--- src/rtl/dram_boot_regs.sv ---
module dram_boot_regs #(
  parameter int          ADDR_W       = 16,
  parameter int          WINDOW_BYTES = 1024,
  parameter logic [31:0] OFF_CMD      = 32'h0000_0000,
  parameter logic [31:0] OFF_CAL_CMD  = 32'h0000_00A8,
  parameter logic [31:0] OFF_CAL_STAT = 32'h0000_00B0,
  parameter logic [31:0] RST_CMD      = 32'h8002_0000,
  parameter logic [31:0] RST_CAL_CMD  = 32'h07B0_0000,
  parameter logic [31:0] RST_CAL_STAT = 32'h8000_0000
) (
  input  logic              clk,
  input  logic              rst_n,
  input  logic [ADDR_W-1:0] bus_addr,
  input  logic              bus_rd,
  input  logic              bus_wr,
  input  logic [3:0]        bus_be,
  input  logic [31:0]       bus_wdata,
  output logic [31:0]       bus_rdata,
  output logic              bus_rvalid,
  output logic              bus_err
);

  localparam logic [ADDR_W:0]   WIN_LIMIT  = (ADDR_W+1)'(WINDOW_BYTES);
  localparam logic [ADDR_W-1:0] A_CMD      = OFF_CMD[ADDR_W-1:0];
  localparam logic [ADDR_W-1:0] A_CAL_CMD  = OFF_CAL_CMD[ADDR_W-1:0];
  localparam logic [ADDR_W-1:0] A_CAL_STAT = OFF_CAL_STAT[ADDR_W-1:0];
  localparam logic [31:0]       START_MASK = 32'hC000_0000;
  localparam logic [31:0]       DONE_BIT   = 32'h8000_0000;

  logic [31:0] cmd_q, cal_cmd_q, cal_stat_q;
  logic        word_ok, hit_cmd, hit_cal_cmd, hit_cal_stat, hit_any, access;
  logic [31:0] rd_mux;

  assign word_ok      = (bus_be == 4'hF) && (bus_addr[1:0] == 2'b00)
                        && ({1'b0, bus_addr} < WIN_LIMIT);
  assign hit_cmd      = word_ok && (bus_addr == A_CMD);
  assign hit_cal_cmd  = word_ok && (bus_addr == A_CAL_CMD);
  assign hit_cal_stat = word_ok && (bus_addr == A_CAL_STAT);
  assign hit_any      = hit_cmd || hit_cal_cmd || hit_cal_stat;
  assign access       = bus_rd || bus_wr;

  always_comb begin
    rd_mux = '0;
    if (hit_cmd)      rd_mux = cmd_q;
    if (hit_cal_cmd)  rd_mux = cal_cmd_q;
    if (hit_cal_stat) rd_mux = cal_stat_q;
  end

  always_ff @(posedge clk) begin
    if (!rst_n) begin
      cmd_q      <= RST_CMD;
      cal_cmd_q  <= RST_CAL_CMD;
      cal_stat_q <= RST_CAL_STAT;
    end else if (bus_wr) begin
      if (hit_cmd)      cmd_q      <= bus_wdata & ~START_MASK;
      if (hit_cal_cmd) begin
        cal_cmd_q  <= bus_wdata;
        cal_stat_q <= cal_stat_q | DONE_BIT;
      end
      if (hit_cal_stat) cal_stat_q <= bus_wdata;
    end
  end

  always_ff @(posedge clk) begin
    if (!rst_n) begin
      bus_rdata  <= '0;
      bus_rvalid <= 1'b0;
      bus_err    <= 1'b0;
    end else begin
      bus_rdata  <= bus_rd ? rd_mux : '0;
      bus_rvalid <= bus_rd;
      bus_err    <= access && !hit_any;
    end
  end

  a_r8_read_answered: assert property (@(posedge clk) disable iff (!rst_n)
    bus_rd |=> bus_rvalid);

  a_r8_idle_data_zero: assert property (@(posedge clk) disable iff (!rst_n)
    !bus_rvalid |-> bus_rdata == 32'h0);

  a_r2_init_start_cleared: assert property (@(posedge clk) disable iff (!rst_n)
    (bus_wr && hit_cmd) |=> !cmd_q[31]);

  a_r3_training_start_cleared: assert property (@(posedge clk) disable iff (!rst_n)
    (bus_wr && hit_cmd) |=> !cmd_q[30]);

  a_r4_cal_done_set: assert property (@(posedge clk) disable iff (!rst_n)
    (bus_wr && hit_cal_cmd) |=> cal_stat_q[31]);

  a_r7_rejected_write_no_change: assert property (@(posedge clk) disable iff (!rst_n)
    (bus_wr && !hit_any) |=> ($stable(cmd_q) && $stable(cal_cmd_q) && $stable(cal_stat_q)));

  a_r6_error_reads_zero: assert property (@(posedge clk) disable iff (!rst_n)
    (bus_err && bus_rvalid) |-> bus_rdata == 32'h0);

  a_r9_error_single: assert property (@(posedge clk) disable iff (!rst_n)
    !access |=> !bus_err);

endmodule

--- config.mk ---
export PLATFORM = sky130hd
export DESIGN_NAME = dram_boot_regs
export DESIGN_NICKNAME = d
export VERILOG_FILES = /design/src/rtl/dram_boot_regs.sv
export SDC_FILE = /design/constraint.sdc
export NUM_CORES = 1
export LEC_CHECK = 0
export BUFFER_PORTS_ARGS = -buffer_cell sky130_fd_sc_hd__buf_4
export CORE_ASPECT_RATIO = 1.5
export CORE_MARGIN = 2
export CORE_UTILIZATION = 40
export CTS_CLUSTER_DIAMETER = 40
export DETAILED_ROUTE_END_ITERATION = 12
export PLACE_DENSITY = 0.65
export SYNTH_ARGS = -nofsm -noshare
export SYNTH_HDL_FRONTEND = slang
export SYNTH_SLANG_ARGS = --single-unit
--- constraint.sdc ---
create_clock -name clk -period 1.45 [get_ports clk]
set_clock_uncertainty 0.05 [all_clocks]
set_input_delay 0.145 -clock clk [delete_from_list [all_inputs] [get_ports clk]]
set_output_delay 0.145 -clock clk [all_outputs]
set_load 0.02 [all_outputs]
==> results of run 1 <==
[timing repair]
action,CTS,global route
hold buffers,21,0
setup buffers,0,0
hold endpoints to repair,46,0
[cells in the mapped netlist (4+ instances only)]
library cell  number
dfxtp_1          129
nand2_1          121
mux2i_1           87
a21oi_1           42
clkbuf_1          41
and3_1            23
nand3_1           21
nor3_1            21
o221a_2           20
nor2_1            12
or3_1             12
a31o_2            11
buf_2              8
nand4_1            6
o31ai_1            6
buf_6              5
buf_4              4
nor2b_1            4
[power groups by stage]
| stage | clock, uW | sequential, uW | combinational [uW] |
|---|---|---|---|
| after floorplan | 0 | 3630 | 193 |
| after global placement | 0 | 3630 | 443 |
| after detailed placement | 0 | 3630 | 449 |
| after CTS | 4320 | 3550 | 496 |
| after global routing | 4480 | 3550 | 534 |
| final | 4260 | 3550 | 499 |
[cell usage in the layout, fill, tap and decap left out, types with 3 or more instances in the layout]
master           n
nand4_1          6
and3_1          21
a21oi_1         42
nand3_2          3
or3_1           11
nor2_1          12
o21ai_0          3
clkbuf_1         4
nand3_1         18
a31o_2          11
nor4_1           3
o221a_2         20
nor3_1          21
dfxtp_1        129
mux2i_1         87
buf_12           6
nand2_1        121
bufinv_16        3
nor4_4           3
buf_4          130
o31ai_1          6
clkbuf_16       17
clkinv_2         4
dlygate4sd3_1   21
[metal layers]
layer,up-vias,global-route usage (%),part of all wire [%]
met5,-,0,0
met4,0,7.74,2.1
met3,23,3.95,5.1
met2,164,36.4,52
met1,2299,24.3,41
li1,2323,-,-
[kinds of logic (layout without fill, tap and decap cells)]
family                 Yosys count  in the layout  share of synthesized area (%)
AO/OA/AOI/OAI                   86             86                           11.4
buffers and inverters           61            191                           5.36
flip-flops                     129            129                           47.5
multiplexers                    87             87                           16.0
AND/OR/NAND/NOR                230            230                           19.8
[how the worst max path moves through the flow]
stage | from | to | slack (ps) | cells after the start
after detailed placement | bus_addr[10] | cal_stat_q[4] | -280 | 6
after floorplan | bus_addr[14] | cmd_q[10] | -7 | 7
final | bus_addr[14] | cal_stat_q[22] | 110 | 6
after global placement | bus_addr[1] | bus_rdata[13] | -260 | 6
after global routing | bus_addr[14] | cal_stat_q[15] | 40 | 6
after CTS | bus_addr[10] | cal_stat_q[6] | 140 | 6
[flip-flops by register name, summed over array words and instances (netlist names)]
signal      cells
cmd_q          31
cal_stat_q     32
bus_err         1
bus_rdata      32
bus_rvalid      1
cal_cmd_q      32
[metrics by stage]
step	hold slack, ps	setup WS [ps]
after detailed placement	362	-284
after global placement	356	-262
final	2.17	106
after floorplan	234	-7.05
after global routing	19.7	41.9
after CTS	0.0140	137
[cell type report]
class	instances	share of cell area, %
Clock buffer	22	6.21
Clock inverter	10	1.85
Inverter	2	0.103
Multi-Input combinational cell	403	35.9
Sequential cell	129	35.3
Tap cell	162	2.77
Timing Repair Buffer	157	17.9
[critical path, stage by stage]
cell     delay [ps]
buf_4           120
nor4_4          300
nand3_2         140
or3_2           470
buf_12          210
mux2i_1         160
==> results.json, run 1 <==
{
  "fmax_mhz": 744,
  "layout_min_cycle_time_ps": 1340,
  "multiInputGateArea_um2": 2630,
  "power.internal_uw": 6530,
  "dieArea_um2": 14600,
  "setup_tns_ps": 0,
  "r2r-start": "cal_cmd_q[2]",
  "finalPower_uw": 8310,
  "hold_class": "input pin to register",
  "drc": 0,
  "seq_power_share_pct": 42.7,
  "synth.avg_cell_area_um2": 9.17,
  "grt_pass1_wl_um": 23900,
  "die_x_um": 99.2,
  "drt_iter0_markers": 246,
  "cp_max_fo": 31,
  "routed_wl_um": 14900,
  "seq_area_um2": 2580,
  "antenna_found_initial": 0,
  "ios": 90,
  "r2r_slack_ps": 360,
  "min_from": "bus_wdata[6]",
  "r2r_cells": 3,
  "slew_violations": 0,
  "cts.repair.resized": 0,
  "vias": 4809,
  "cts.sinks": 129,
  "synth_fp_nets": 649,
  "dp_cells": 832,
  "whs_endpoint": "cal_cmd_q[6]",
  "drv_cap": 0,
  "required_ps": 1680,
  "cts-root-buf": "clkbuf_16",
  "power_density_nw_per_um2": 1140,
  "cts.path.max_buffers": 2,
  "setup_violations": 0,
  "yosys.area.top_type_share_pct": 47.5,
  "outcome": "complete, no violations",
  "dieHeight_um": 147,
  "track_usage_pct": 20.5,
  "rsz0062_at_grt": "false",
  "async_reset_ff_share_pct": 0,
  "grt_overflow": 0,
  "tightest_slew_ps": 389,
  "post-route-util_pct": 54.6,
  "cp.arrival_ps": 1580,
  "synthCells": 593,
  "crit_path_end_kind": "register",
  "cts_made_buffers": 17,
  "n_antenna_cell": 0,
  "wire_per_inst_um": 16.9,
  "power.net_switching_uw": 1780,
  "synth_edf_count": 0,
  "gp_routability_congestion": 0.828,
  "start_kind": "input pin",
  "htreeDepth": 4,
  "core-area_um2": 13400,
  "power_leakage_uw": 0.00327,
  "rows": 52,
  "grt_max_degree": 49,
  "clock_power_share_pct": 51.3,
  "syn_area_um2": 5440,
  "vdd_drop_max_mv": 0.595,
  "fillers": 1211,
  "viasPerCell": 5.43,
  "finalNetCount": 766,
  "relSlewSlack_pct": 74.0,
  "synth.distinct_cells": 30,
  "drive_above_1_share_pct": 28.5,
  "r2r_end": "bus_rdata[2]",
  "min_path_cells": 3,
  "synth_warnings": 0,
  "grt_pass1_vias": 4853,
  "design_area_um2": 7310,
  "port_buffers": 89,
  "cts_tree": "built",
  "synth.largest_area_cell": "dfxtp_1",
  "placed_area_um2": 6520,
  "area_growth_pct": 34.5,
  "start_util_pct": 40.6,
  "ys_seq_elements": 129,
  "fin_cells": 885,
  "ant_nets": 0,
  "clock_latency_ps": 410,
  "p_sw_share_pct": 21.4,
  "hold_violations": 0,
  "firstDrtPassIters": 5,
  "synth_area_leaders": "dfxtp_1 (47%), mux2i_1 (16%), nand2_1 (8.3%), o221a_2 (4.1%), a21oi_1 (3.9%)",
  "synthFlopType": "dfxtp_1",
  "place_hpwl_um": 9930,
  "period_share_pct": 92.7,
  "yosysSeqAreaShare_pct": 47.5,
  "p_comb_share_pct": 6.0,
  "crit_type": "input pin to register",
  "clkTransAtPathRegs_ps": 50
}
No activity file was read; power rests on OpenSTA's default activity.
==> inputs of run 2 (changes only) <==
--- a/config.mk
+++ b/config.mk
@@ -8,10 +8,10 @@
 export BUFFER_PORTS_ARGS = -buffer_cell sky130_fd_sc_hd__buf_4
 export CORE_ASPECT_RATIO = 1.5
 export CORE_MARGIN = 2
-export CORE_UTILIZATION = 40
+export CORE_UTILIZATION = 50
 export CTS_CLUSTER_DIAMETER = 40
 export DETAILED_ROUTE_END_ITERATION = 12
-export PLACE_DENSITY = 0.65
+export PLACE_DENSITY = 0.78
 export SYNTH_ARGS = -nofsm -noshare
 export SYNTH_HDL_FRONTEND = slang
 export SYNTH_SLANG_ARGS = --single-unit
==> run 2 against run 1 <==
  * Count of clock-buffer cells in the layout rose by 2
  * Via count increased by 0.19%
  * Critical path depth unchanged
  * Routed wire length down 2.8%
  * Global-route usage is 4.8 points higher
  * Die area shrank 19%
  * Sequential share of layout area increased by 0.70 points
  * First-iteration DRC count increased by 56%
  * Core utilization rose by 13 points
  * Combinational power is 4% lower
  * Largest cell class unchanged
  * Worst hold slack got worse by 0.87 ps
==> results.json, run 2 (synthesized netlist as in run 1, its figures left out) <==
{
  "firstDrtPassIters": 4,
  "setup_tns_ps": 0,
  "cts_tree": "built",
  "rows": 46,
  "power.internal_uw": 6230,
  "viasPerCell": 5.61,
  "r2r_cells": 3,
  "die_x_um": 89.2,
  "hold_violations": 0,
  "cts_setup_buffers": 0,
  "gp_routability_congestion": 0.787,
  "start_util_pct": 51.4,
  "min_path_cells": 3,
  "cp_max_fo": 20,
  "grt_pass1_wl_um": 23300,
  "crit_path_end_kind": "register",
  "worstPathCellList": "buf_4, nor4_4, nand3_1, or3_2, buf_12, mux2i_1",
  "required_ps": 1690,
  "r2r_slack_ps": 450,
  "grt_pass1_vias": 4955,
  "drt_iter0_markers": 384,
  "drv_cap": 0,
  "rsz0062_at_grt": "false",
  "hold_class": "input pin to register",
  "fmax_mhz": 751,
  "finalNetCount": 760,
  "seq_power_share_pct": 44.9,
  "cp_slowest_cell": "or3_2",
  "slowest_delay_ps": 510,
  "pre_cts_slack_ps": -297,
  "crit_type": "input pin to register",
  "p_sw_share_pct": 21.2,
  "track_usage_pct": 25.3,
  "clock_power_share_pct": 49.0,
  "postLayoutSetupSlackWorst_ps": 119,
  "area_growth_pct": 31.8,
  "setup_violations": 0,
  "final_cell_mix": "dfxtp_1 (129), buf_4 (126), nand2_1 (121)",
  "final_common_cell": "dfxtp_1",
  "clock_latency_ps": 410,
  "n_antenna_cell": 0,
  "period_share_pct": 91.8,
  "vias": 4818,
  "clkTransAtPathRegs_ps": 50,
  "htreeDepth": 4,
  "design_area_um2": 7170,
  "cp_num_buf_inv": 2,
  "wire_per_inst_um": 16.9,
  "cts.repair.resized": 0,
  "cts.path.max_buffers": 2,
  "grt_overflow": 0,
  "r2r-start": "cal_cmd_q[21]",
  "min_from": "bus_wdata[13]",
  "cts_made_buffers": 17,
  "power.net_switching_uw": 1680,
  "ant_nets": 0,
  "start_kind": "input pin",
  "ios": 90,
  "place_hpwl_um": 9290,
  "cts-root-buf": "clkbuf_16",
  "tightest_slew_ps": 404,
  "dieArea_um2": 11700,
  "largestRegisters": "bus_rdata x32, cal_cmd_q x32, cal_stat_q x32",
  "port_buffers": 89,
  "core-area_um2": 10600,
  "drive_above_1_share_pct": 27.7,
  "dieHeight_um": 132,
  "finalPower_uw": 7910,
  "critPathTopFamily": "simple AND/OR/NAND/NOR gates",
  "relSlewSlack_pct": 73.1,
  "antenna_found_initial": 0,
  "slew_violations": 0,
  "cp.arrival_ps": 1570,
  "layout_min_cycle_time_ps": 1330,
  "vdd_drop_max_mv": 0.842,
  "cts.sinks": 129,
  "placed_area_um2": 6440,
  "grt_max_degree": 57,
  "outcome": "complete, no violations",
  "power_density_nw_per_um2": 1100,
  "r2r_end": "bus_rdata[21]",
  "whs_endpoint": "cal_cmd_q[13]",
  "p_comb_share_pct": 6.1,
  "power_leakage_uw": 0.00322,
  "routed_wl_um": 14500,
  "drc": 0
}
==> run 2: changes by cell type in the layout (fill, tap and decap cells not counted), sizes merged <==
cell / before / now
clkbuf: 22 / 24
buf: 136 / 132
bufinv: 3 / 1
dlygate4sd3: 21 / 19
clkinv: 6 / 4
==> run 2: power by group through the flow <==
stage / registers (uW) / logic (uW) / clock network, uW
after floorplan: 3630 / 193 / 0
after global placement: 3630 / 420 / 0
after detailed placement: 3630 / 429 / 0
after CTS: 3550 / 474 / 3910
after global routing: 3550 / 513 / 4090
final: 3550 / 480 / 3880
==> run 2: metal layers <==
| layer | global-route usage [%] | up-vias | wire length [um] |
|---|---|---|---|
| li1 | - | 2311 | - |
| met5 | 0 | - | 0 |
| met4 | 10.3 | 0 | 305 |
| met2 | 42.5 | 182 | 7440 |
| met1 | 30.7 | 2298 | 5930 |
| met3 | 5.64 | 27 | 840 |
==> run 2: worst min-delay path, delay by kind of cell <==
| kind | cells | cell delay (ps) |
|---|---|---|
| buffers and inverters | 1 | 80 |
| AND/OR/NAND/NOR | 1 | 70 |
| multiplexers | 1 | 130 |
==> run 2: final cells by class <==
cell class	count	area, um2
clock inverter	6	57.6
sequential	129	2580
multi-input combinational	403	2610
timing repair buffer	151	1260
clock buffer	24	482
inverter	2	7.51
fill	820	3420
tap	144	180
==> run 2: through the flow <==
step / util, % / hold WS, ps / std cells
final: 67.7 / 1.30 / 859
after global routing: 67.7 / 1.92 / 859
after CTS: 67.7 / 0.442 / 859
after detailed placement: 60.8 / 364 / 810
after global placement: 60.8 / 353 / 810
after floorplan: - / 234 / 593
==> run 2: timing repair <==
| action | 4_1_cts | 5_1_grt |
|---|---|---|
| setup endpoints to repair | 0 | 0 |
| hold buffers | 19 | 0 |
| hold endpoints to repair | 41 | 0 |
==> run 2: how the worst max path moves through the flow <==
stage / startpoint / to / cells after the start
after floorplan: bus_addr[14] / cmd_q[10] / 7
after global placement: bus_addr[14] / cal_stat_q[20] / 6
after detailed placement: bus_addr[10] / cal_stat_q[0] / 6
after CTS: bus_addr[10] / cal_stat_q[29] / 6
after global routing: bus_addr[10] / cal_stat_q[7] / 6
final: bus_addr[10] / cal_stat_q[0] / 6
